**src/rtl/bser_pkg.sv**
```systemverilog
package bser_pkg;
    typedef enum logic [1:0] {
        ST_IDLE   = 2'd0,
        ST_SETTLE = 2'd1,
        ST_SHIFT  = 2'd2,
        ST_GAP    = 2'd3
    } bser_state_e;
endpackage

```
**src/rtl/bser_hold.sv**
```systemverilog
module bser_hold #(
    parameter int W = 32
) (
    input  logic         clk,
    input  logic         rst_n,
    input  logic         push_valid,
    input  logic [W-1:0] push_data,
    input  logic         pop,
    output logic         full,
    output logic [W-1:0] data
);
    always_ff @(posedge clk or negedge rst_n) begin
        if (!rst_n) begin
            full <= 1'b0;
            data <= '0;
        end else if (pop) begin
            full <= 1'b0;
        end else if (push_valid && !full) begin
            full <= 1'b1;
            data <= push_data;
        end
    end

    assert_accept_sets_full_R8: assert property (@(posedge clk) disable iff (!rst_n)
        (push_valid && !full && !pop) |=> full);
    assert_held_word_kept_R8: assert property (@(posedge clk) disable iff (!rst_n)
        (full && !pop) |=> (full && $stable(data)));
endmodule

```
**src/rtl/bser_timer.sv**
```systemverilog
module bser_timer #(
    parameter int LIMIT = 4
) (
    input  logic clk,
    input  logic rst_n,
    input  logic clr,
    input  logic en,
    output logic at_limit
);
    localparam int CW = (LIMIT > 1) ? $clog2(LIMIT) : 1;
    localparam logic [CW-1:0] LAST = CW'(LIMIT - 1);

    logic [CW-1:0] cnt;

    always_ff @(posedge clk or negedge rst_n) begin
        if (!rst_n)
            cnt <= '0;
        else if (clr)
            cnt <= '0;
        else if (en && !at_limit)
            cnt <= cnt + 1'b1;
    end

    assign at_limit = (cnt == LAST);

    assert_limit_saturates: assert property (@(posedge clk) disable iff (!rst_n)
        (at_limit && !clr) |=> at_limit);
endmodule

```
**src/rtl/bser_shifter.sv**
```systemverilog
module bser_shifter #(
    parameter int DATA_W = 32,
    parameter int BYTE_W = 8
) (
    input  logic                                   clk,
    input  logic                                   rst_n,
    input  logic                                   load,
    input  logic [DATA_W-1:0]                      data_in,
    input  logic                                   advance,
    output logic                                   ser_bit,
    output logic                                   frame_end,
    output logic                                   sync_slot,
    output logic [$clog2(DATA_W + DATA_W/BYTE_W)-1:0] bit_pos
);
    localparam int NBYTES  = DATA_W / BYTE_W;
    localparam int SLOT_W  = BYTE_W + 1;
    localparam int FRAME_W = DATA_W + NBYTES;
    localparam int PW      = $clog2(FRAME_W);

    logic [FRAME_W-1:0] frame_in;
    logic [FRAME_W-1:0] sync_mask;
    logic [FRAME_W-1:0] shreg;

    for (genvar k = 0; k < NBYTES; k++) begin : g_slot
        assign frame_in[k*SLOT_W]              = 1'b1;
        assign frame_in[k*SLOT_W + 1 +: BYTE_W] = data_in[k*BYTE_W +: BYTE_W];
    end

    for (genvar p = 0; p < FRAME_W; p++) begin : g_mask
        assign sync_mask[p] = ((p % SLOT_W) == 0);
    end

    always_ff @(posedge clk or negedge rst_n) begin
        if (!rst_n) begin
            shreg   <= '0;
            bit_pos <= '0;
        end else if (load) begin
            shreg   <= frame_in;
            bit_pos <= '0;
        end else if (advance) begin
            shreg   <= {shreg[FRAME_W-1], shreg[FRAME_W-1:1]};
            bit_pos <= bit_pos + 1'b1;
        end
    end

    assign ser_bit   = shreg[0];
    assign frame_end = (bit_pos == PW'(FRAME_W - 1));
    assign sync_slot = sync_mask[bit_pos];

    assert_load_starts_with_sync_R1: assert property (@(posedge clk) disable iff (!rst_n)
        load |=> (ser_bit && bit_pos == '0));
endmodule

```
**src/rtl/burst_serializer.sv**
```systemverilog
module burst_serializer
    import bser_pkg::*;
#(
    parameter int DATA_W         = 32,
    parameter int BYTE_W         = 8,
    parameter int TIMEOUT_FRAMES = 4,
    parameter int SETTLE_CYC     = 3
) (
    input  logic              clk,
    input  logic              rst_n,
    input  logic              wr_valid,
    input  logic [DATA_W-1:0] wr_data,
    output logic              wr_ready,
    input  logic              keep_link,
    output logic              ser_out,
    output logic              drv_en,
    output logic              busy
);
    localparam int NBYTES   = DATA_W / BYTE_W;
    localparam int FRAME_W  = DATA_W + NBYTES;
    localparam int PW       = $clog2(FRAME_W);
    localparam int TO_LIMIT = TIMEOUT_FRAMES * FRAME_W;

    bser_state_e st, st_nxt;

    logic              hold_full;
    logic [DATA_W-1:0] hold_data;
    logic              load_frame;
    logic              advance;
    logic              shift_bit;
    logic              frame_end;
    logic              sync_slot;
    logic [PW-1:0]     bit_pos;
    logic              settle_done;
    logic              to_done;
    logic              in_settle;
    logic              on_line;

    bser_hold #(.W(DATA_W)) u_hold (
        .clk(clk), .rst_n(rst_n),
        .push_valid(wr_valid), .push_data(wr_data),
        .pop(load_frame), .full(hold_full), .data(hold_data)
    );

    bser_shifter #(.DATA_W(DATA_W), .BYTE_W(BYTE_W)) u_shift (
        .clk(clk), .rst_n(rst_n),
        .load(load_frame), .data_in(hold_data), .advance(advance),
        .ser_bit(shift_bit), .frame_end(frame_end),
        .sync_slot(sync_slot), .bit_pos(bit_pos)
    );

    assign in_settle = (st == ST_SETTLE);
    assign on_line   = (st == ST_SHIFT) || (st == ST_GAP);

    bser_timer #(.LIMIT(SETTLE_CYC)) u_settle (
        .clk(clk), .rst_n(rst_n),
        .clr(!in_settle), .en(in_settle), .at_limit(settle_done)
    );

    bser_timer #(.LIMIT(TO_LIMIT)) u_timeout (
        .clk(clk), .rst_n(rst_n),
        .clr(load_frame), .en(on_line), .at_limit(to_done)
    );

    always_ff @(posedge clk or negedge rst_n) begin
        if (!rst_n)
            st <= ST_IDLE;
        else
            st <= st_nxt;
    end

    always_comb begin
        st_nxt     = st;
        load_frame = 1'b0;
        advance    = 1'b0;
        unique case (st)
            ST_IDLE: begin
                if (hold_full)
                    st_nxt = ST_SETTLE;
            end
            ST_SETTLE: begin
                if (settle_done) begin
                    st_nxt     = ST_SHIFT;
                    load_frame = 1'b1;
                end
            end
            ST_SHIFT: begin
                if (frame_end) begin
                    if (hold_full)
                        load_frame = 1'b1;
                    else
                        st_nxt = ST_GAP;
                end else begin
                    advance = 1'b1;
                end
            end
            ST_GAP: begin
                if (hold_full) begin
                    st_nxt     = ST_SHIFT;
                    load_frame = 1'b1;
                end else if (to_done && !keep_link) begin
                    st_nxt = ST_IDLE;
                end
            end
            default: st_nxt = ST_IDLE;
        endcase
    end

    always_comb begin
        wr_ready = !hold_full;
        drv_en   = (st != ST_IDLE);
        busy     = (st != ST_IDLE);
        ser_out  = on_line ? shift_bit : 1'b0;
    end

    assert_sync_on_line_R1: assert property (@(posedge clk) disable iff (!rst_n)
        (st == ST_SHIFT && sync_slot) |-> ser_out);
    assert_settle_line_low_R4: assert property (@(posedge clk) disable iff (!rst_n)
        (st == ST_SETTLE) |-> (drv_en && !ser_out));
    assert_gap_level_held_R5: assert property (@(posedge clk) disable iff (!rst_n)
        (st == ST_GAP) |-> $stable(ser_out));
    assert_release_only_on_timeout_R6: assert property (@(posedge clk) disable iff (!rst_n)
        $fell(drv_en) |-> ($past(to_done) && !$past(keep_link)));
    assert_keep_link_holds_R7: assert property (@(posedge clk) disable iff (!rst_n)
        (st == ST_GAP && keep_link) |=> drv_en);
    assert_back_to_back_R9: assert property (@(posedge clk) disable iff (!rst_n)
        (st == ST_SHIFT && frame_end && hold_full) |=> (st == ST_SHIFT && bit_pos == '0 && ser_out));
endmodule

```
**config.mk**
```make
export PLATFORM = sky130hd
export DESIGN_NAME = burst_serializer
export DESIGN_NICKNAME = d
export VERILOG_FILES = /design/src/rtl/bser_pkg.sv /design/src/rtl/bser_hold.sv /design/src/rtl/bser_timer.sv /design/src/rtl/bser_shifter.sv /design/src/rtl/burst_serializer.sv
export SDC_FILE = /design/constraint.sdc
export NUM_CORES = 1
export LEC_CHECK = 0
export ABC_AREA = 1
export BUFFER_PORTS_ARGS = -buffer_cell sky130_fd_sc_hd__buf_2
export CELL_PAD_IN_SITES_DETAIL_PLACEMENT = 1
export CELL_PAD_IN_SITES_GLOBAL_PLACEMENT = 1
export CORE_MARGIN = 10
export CORE_UTILIZATION = 47
export CTS_BUF_LIST = sky130_fd_sc_hd__clkbuf_16
export CTS_CLUSTER_SIZE = 10
export DETAILED_ROUTE_END_ITERATION = 8
export PLACE_DENSITY_LB_ADDON = 0.1
export SLEW_MARGIN = 40
export SYNTH_ARGS = -nofsm -noshare
export SYNTH_HDL_FRONTEND = slang
export SYNTH_SLANG_ARGS = --single-unit
```
**constraint.sdc**
```tcl
create_clock -name clk -period 2.4 [get_ports clk]
set_input_delay 0.24 -clock clk [delete_from_list [all_inputs] [get_ports clk]]
set_output_delay 0.24 -clock clk [all_outputs]
set_load 0.005 [all_outputs]
```
==> run summary <==
• **Worst Setup EP** u_shift.shreg[21]
• **number of nets at the end of the flow** 640
• **Tightest Pin Transition** 0.5624 ns
• **maximum ir drop on the vdd rail** 0.2936 mV
• **final worst hold slack** 0.1229 ns
• **average routed wire per standard cell** 14.92 µm
• **syn_area_per_cell** 7.616 µm²
• **grt ovf** 0
• **fraction of final layout cells sized beyond drive strength 1** 13.91%
• **run status** completed
• **maximum fanout count along the critical path** 36
• **depth of the worst register-to-register path** 9
• **highest routing layer actually used** met4
• **nets in the synthesized netlist** 602
• **number of buffers created by CTS** 9
• **DP HPWL** 7282 µm
• **worst clock skew** 0.006918 ns
• **RD Place Congestion** 0.7598
• **count of endpoints failing hold in the final timing report** 0
• **Post-Synthesis Cells** 563
• **Final min period** 1.895 ns
• **combined area of all synthesized cells** 0.004288 mm²
• **total chip power** 3.422 mW
• **flops & latches, synth** 87
• **share of total power in the clock network** 42.8%
• **endpoints failing setup** 0
• **Hold-fix buffers, CTS** 1
• **max-cap violation count** 0
• **power spent charging and discharging nets** 0.8087 mW
• **Worst setup SP type** flip-flop
• **buffers added on ports** 39
• **drt first-iter violations** 97
• **WS Path Type** flip-flop to flip-flop
• **count of standard-cell rows** 34
• **Clock Pin Slew Worst Setup and Hold Paths** 0.06 ns
• **DRC viols** 0
• **Ant. Diodes** 0
• **clock latency of the later-clocked register in the worst-skew pair** 0.34 ns
• **final design utilization** 55.58%
• **horizontal extent of the die** 115.5 µm
• **cell chosen for the clock root** sky130_fd_sc_hd__clkbuf_16
• **arrival time worst endpoint** 2.12 ns
• **synthesis warning total** 0
• **unrepaired setup endpoints after global routing** false
• **Slew Limit Fails** 0
• **sequential fraction of design power** 49.4%
• **Cell Pwr Density** 699.1 mW/mm²
• **Top-Level Pins** 40
• **layout overhead on the synthesized area** 14.15%
• **maximum operating frequency** 527.8 MHz
• **Seq/Total Area, Yosys** 50.77%
• **first-pass GRT wire length** 18820 µm
• **Final Routed Wirelength** 10620 µm
• **combinational cell fraction of total power** 7.8%
• **Total GRT Usage** 17.39%
• **required time worst endpoint** 2.62 ns
• **number of library cell types mapped by synthesis** 23
• **Core Area** 0.008806 mm²
• **number of vias per cell after detailed routing** 5.074
• **area enclosed by the die boundary** 0.01334 mm²
• **number of buffers added for setup after CTS** 0
• **Cell Count, Final, Fillers Out** 712
• **Detail Route met3 WL** 242 µm
• **effective utilization at floorplan** 48.69%
• **Final Cycle Share** 78.95%
• **pin count of the biggest net entering global routing** 43
• **internal power** 2.613 mW
• **initial antenna violation count** 0
• **routed vias** 3613
• **CTS tree** done
• **leakage** 2.602 nW
• **hold depth** 3
• **type of destination of the critical path** flip-flop
• **Met1 Routed Length** 4900 µm
• **startpoint of the lowest-slack hold path** wr_data[19]
• **TritonCTS Sinks** 87
• **setup TNS** 0 ns
• **Post-CTS Resized** 0
• **sw frac** 23.63%
• **post-route ant nets** 0
• **R2R Setup Slk** 0.51 ns
• **Detailed Routing Iterations Pass 1** 4
• **relative slew slack** 62.51%
• **via count of the first global-routing pass** 3980
• **die extent in y** 115.5 µm
• **post-placement cell count** 697
• **met2 wire length** 5306 µm
• **Max H-tree Level** 3
• **first element of the critical path** u_shift.bit_pos[0]
• **number of buffers on the longest clock path** 2
• **RR Startpoint** u_shift.bit_pos[0]
• **destination of the worst register-to-register timing path** u_shift.shreg[21]
• **classification of the worst-slack hold path** primary input to flip-flop
• **# fillers** 1126
## cell families after synthesis
family	count (synthesis)	synth area share (%)
fa+ha+maj	3	0.8755
flops	87	50.77
buf+inv	104	10.71
compound gates	46	5.690
xor+xnor	5	1.021
simple gates	318	30.93
## state kept, by name, indices dropped and copies added (netlist names)
name / count
u_shift.shreg: 36
u_hold.data: 32
u_timeout.cnt: 8
u_shift.bit_pos: 6
st: 2
u_settle.cnt: 2
u_hold.full: 1
## cells in the final DEF (no fill, tap or decap)
master / count
sky130_fd_sc_hd__xnor2_1: 1
sky130_fd_sc_hd__nor2_1: 44
sky130_fd_sc_hd__inv_1: 72
sky130_fd_sc_hd__nand4_1: 6
sky130_fd_sc_hd__nand2_1: 203
sky130_fd_sc_hd__o21ai_1: 25
sky130_fd_sc_hd__nand2_2: 4
sky130_fd_sc_hd__buf_12: 2
sky130_fd_sc_hd__nor2_4: 3
sky130_fd_sc_hd__bufinv_16: 2
sky130_fd_sc_hd__inv_2: 6
sky130_fd_sc_hd__a21oi_1: 6
sky130_fd_sc_hd__clkinv_2: 1
sky130_fd_sc_hd__a21oi_4: 1
sky130_fd_sc_hd__buf_2: 38
sky130_fd_sc_hd__dfrtp_1: 87
sky130_fd_sc_hd__nand3_1: 54
sky130_fd_sc_hd__clkbuf_16: 9
sky130_fd_sc_hd__clkinvlp_4: 1
sky130_fd_sc_hd__ha_1: 3
sky130_fd_sc_hd__o21bai_1: 1
sky130_fd_sc_hd__xor2_1: 4
sky130_fd_sc_hd__nor2_2: 2
sky130_fd_sc_hd__buf_4: 13
sky130_fd_sc_hd__o21ai_0: 13
sky130_fd_sc_hd__dlygate4sd3_1: 1
sky130_fd_sc_hd__nand2_4: 2
## how the worst min path moves through the flow
stage                 endpoint  slack (ns)
5_1_grt        u_hold.data[19]        0.13
3_3_place_gp             st[0]        0.27
2_1_floorplan            st[0]       -0.06
6_report       u_hold.data[19]        0.12
4_1_cts        u_hold.data[10]        0.12
3_5_place_dp             st[0]        0.27
## layout make-up
class	count	area, µm²	area share (%)
tap	108	135.1	2.761
multi-input combinational	372	1654	33.79
clock inverter	5	76.32	1.559
sequential	87	2177	44.48
timing repair buffer	54	337.8	6.902
inverter	77	289.0	5.905
clock buffer	9	225.2	4.601
## metrics by stage
stage	setup WS (ns)	instance area [µm²]
6_report	0.5052	4895
5_1_grt	0.2778	4895
4_1_cts	0.4759	4895
3_5_place_dp	0.4932	4583
3_3_place_gp	0.6044	4583
2_1_floorplan	0.9034	4288
## metal layers
layer | GRT usage, % | up-vias
met2 | 29.60 | 39
met3 | 2.636 | 14
met4 | 7.010 | 0
li1 | - | 1787
met5 | 0 | -
met1 | 21.71 | 1773
## synth_stat cells
cell type,number,area share (%)
sky130_fd_sc_hd__ha_1,3,0.88
sky130_fd_sc_hd__buf_6,4,1.1
sky130_fd_sc_hd__nand4_1,6,0.88
sky130_fd_sc_hd__o21ai_1,25,2.9
sky130_fd_sc_hd__nor2_1,45,3.9
sky130_fd_sc_hd__xnor2_1,1,0.20
sky130_fd_sc_hd__buf_2,13,1.5
sky130_fd_sc_hd__nand2_2,4,0.58
sky130_fd_sc_hd__nor2_4,3,0.79
sky130_fd_sc_hd__xor2_1,4,0.82
sky130_fd_sc_hd__o21ai_0,13,1.5
sky130_fd_sc_hd__o21bai_1,1,0.18
sky130_fd_sc_hd__clkbuf_1,4,0.35
sky130_fd_sc_hd__nand2_4,2,0.53
sky130_fd_sc_hd__dfrtp_1,87,51
sky130_fd_sc_hd__nor2_2,1,0.15
sky130_fd_sc_hd__a21oi_1,6,0.70
sky130_fd_sc_hd__buf_4,6,1.1
sky130_fd_sc_hd__nand2_1,203,18
sky130_fd_sc_hd__a21oi_4,1,0.38
sky130_fd_sc_hd__inv_2,6,0.53
sky130_fd_sc_hd__nand3_1,54,6.3
sky130_fd_sc_hd__inv_1,71,6.2
## critical path, cell delays in order (launching register included)
cell                      delay (ns)
sky130_fd_sc_hd__dfrtp_1        0.39
sky130_fd_sc_hd__ha_1           0.23
sky130_fd_sc_hd__nand3_1        0.11
sky130_fd_sc_hd__nor2_2         0.17
sky130_fd_sc_hd__nand2_2        0.09
sky130_fd_sc_hd__nand2_4        0.31
sky130_fd_sc_hd__buf_12         0.23
sky130_fd_sc_hd__nand2_1        0.07
sky130_fd_sc_hd__o21ai_1        0.09
sky130_fd_sc_hd__nand2_1        0.07
## power by group through the flow
| stage | Combinational [mW] | Clock, mW | Sequential (mW) |
|---|---|---|---|
| final | 0.267 | 1.46 | 1.69 |
| after CTS | 0.277 | 1.48 | 1.69 |
| after global routing | 0.322 | 1.56 | 1.71 |
| after global placement | 0.250 | 0 | 1.71 |
| after floorplan | 0.164 | 0 | 1.69 |
| after detailed placement | 0.267 | 0 | 1.71 |
(Power assumes the default switching activity.)
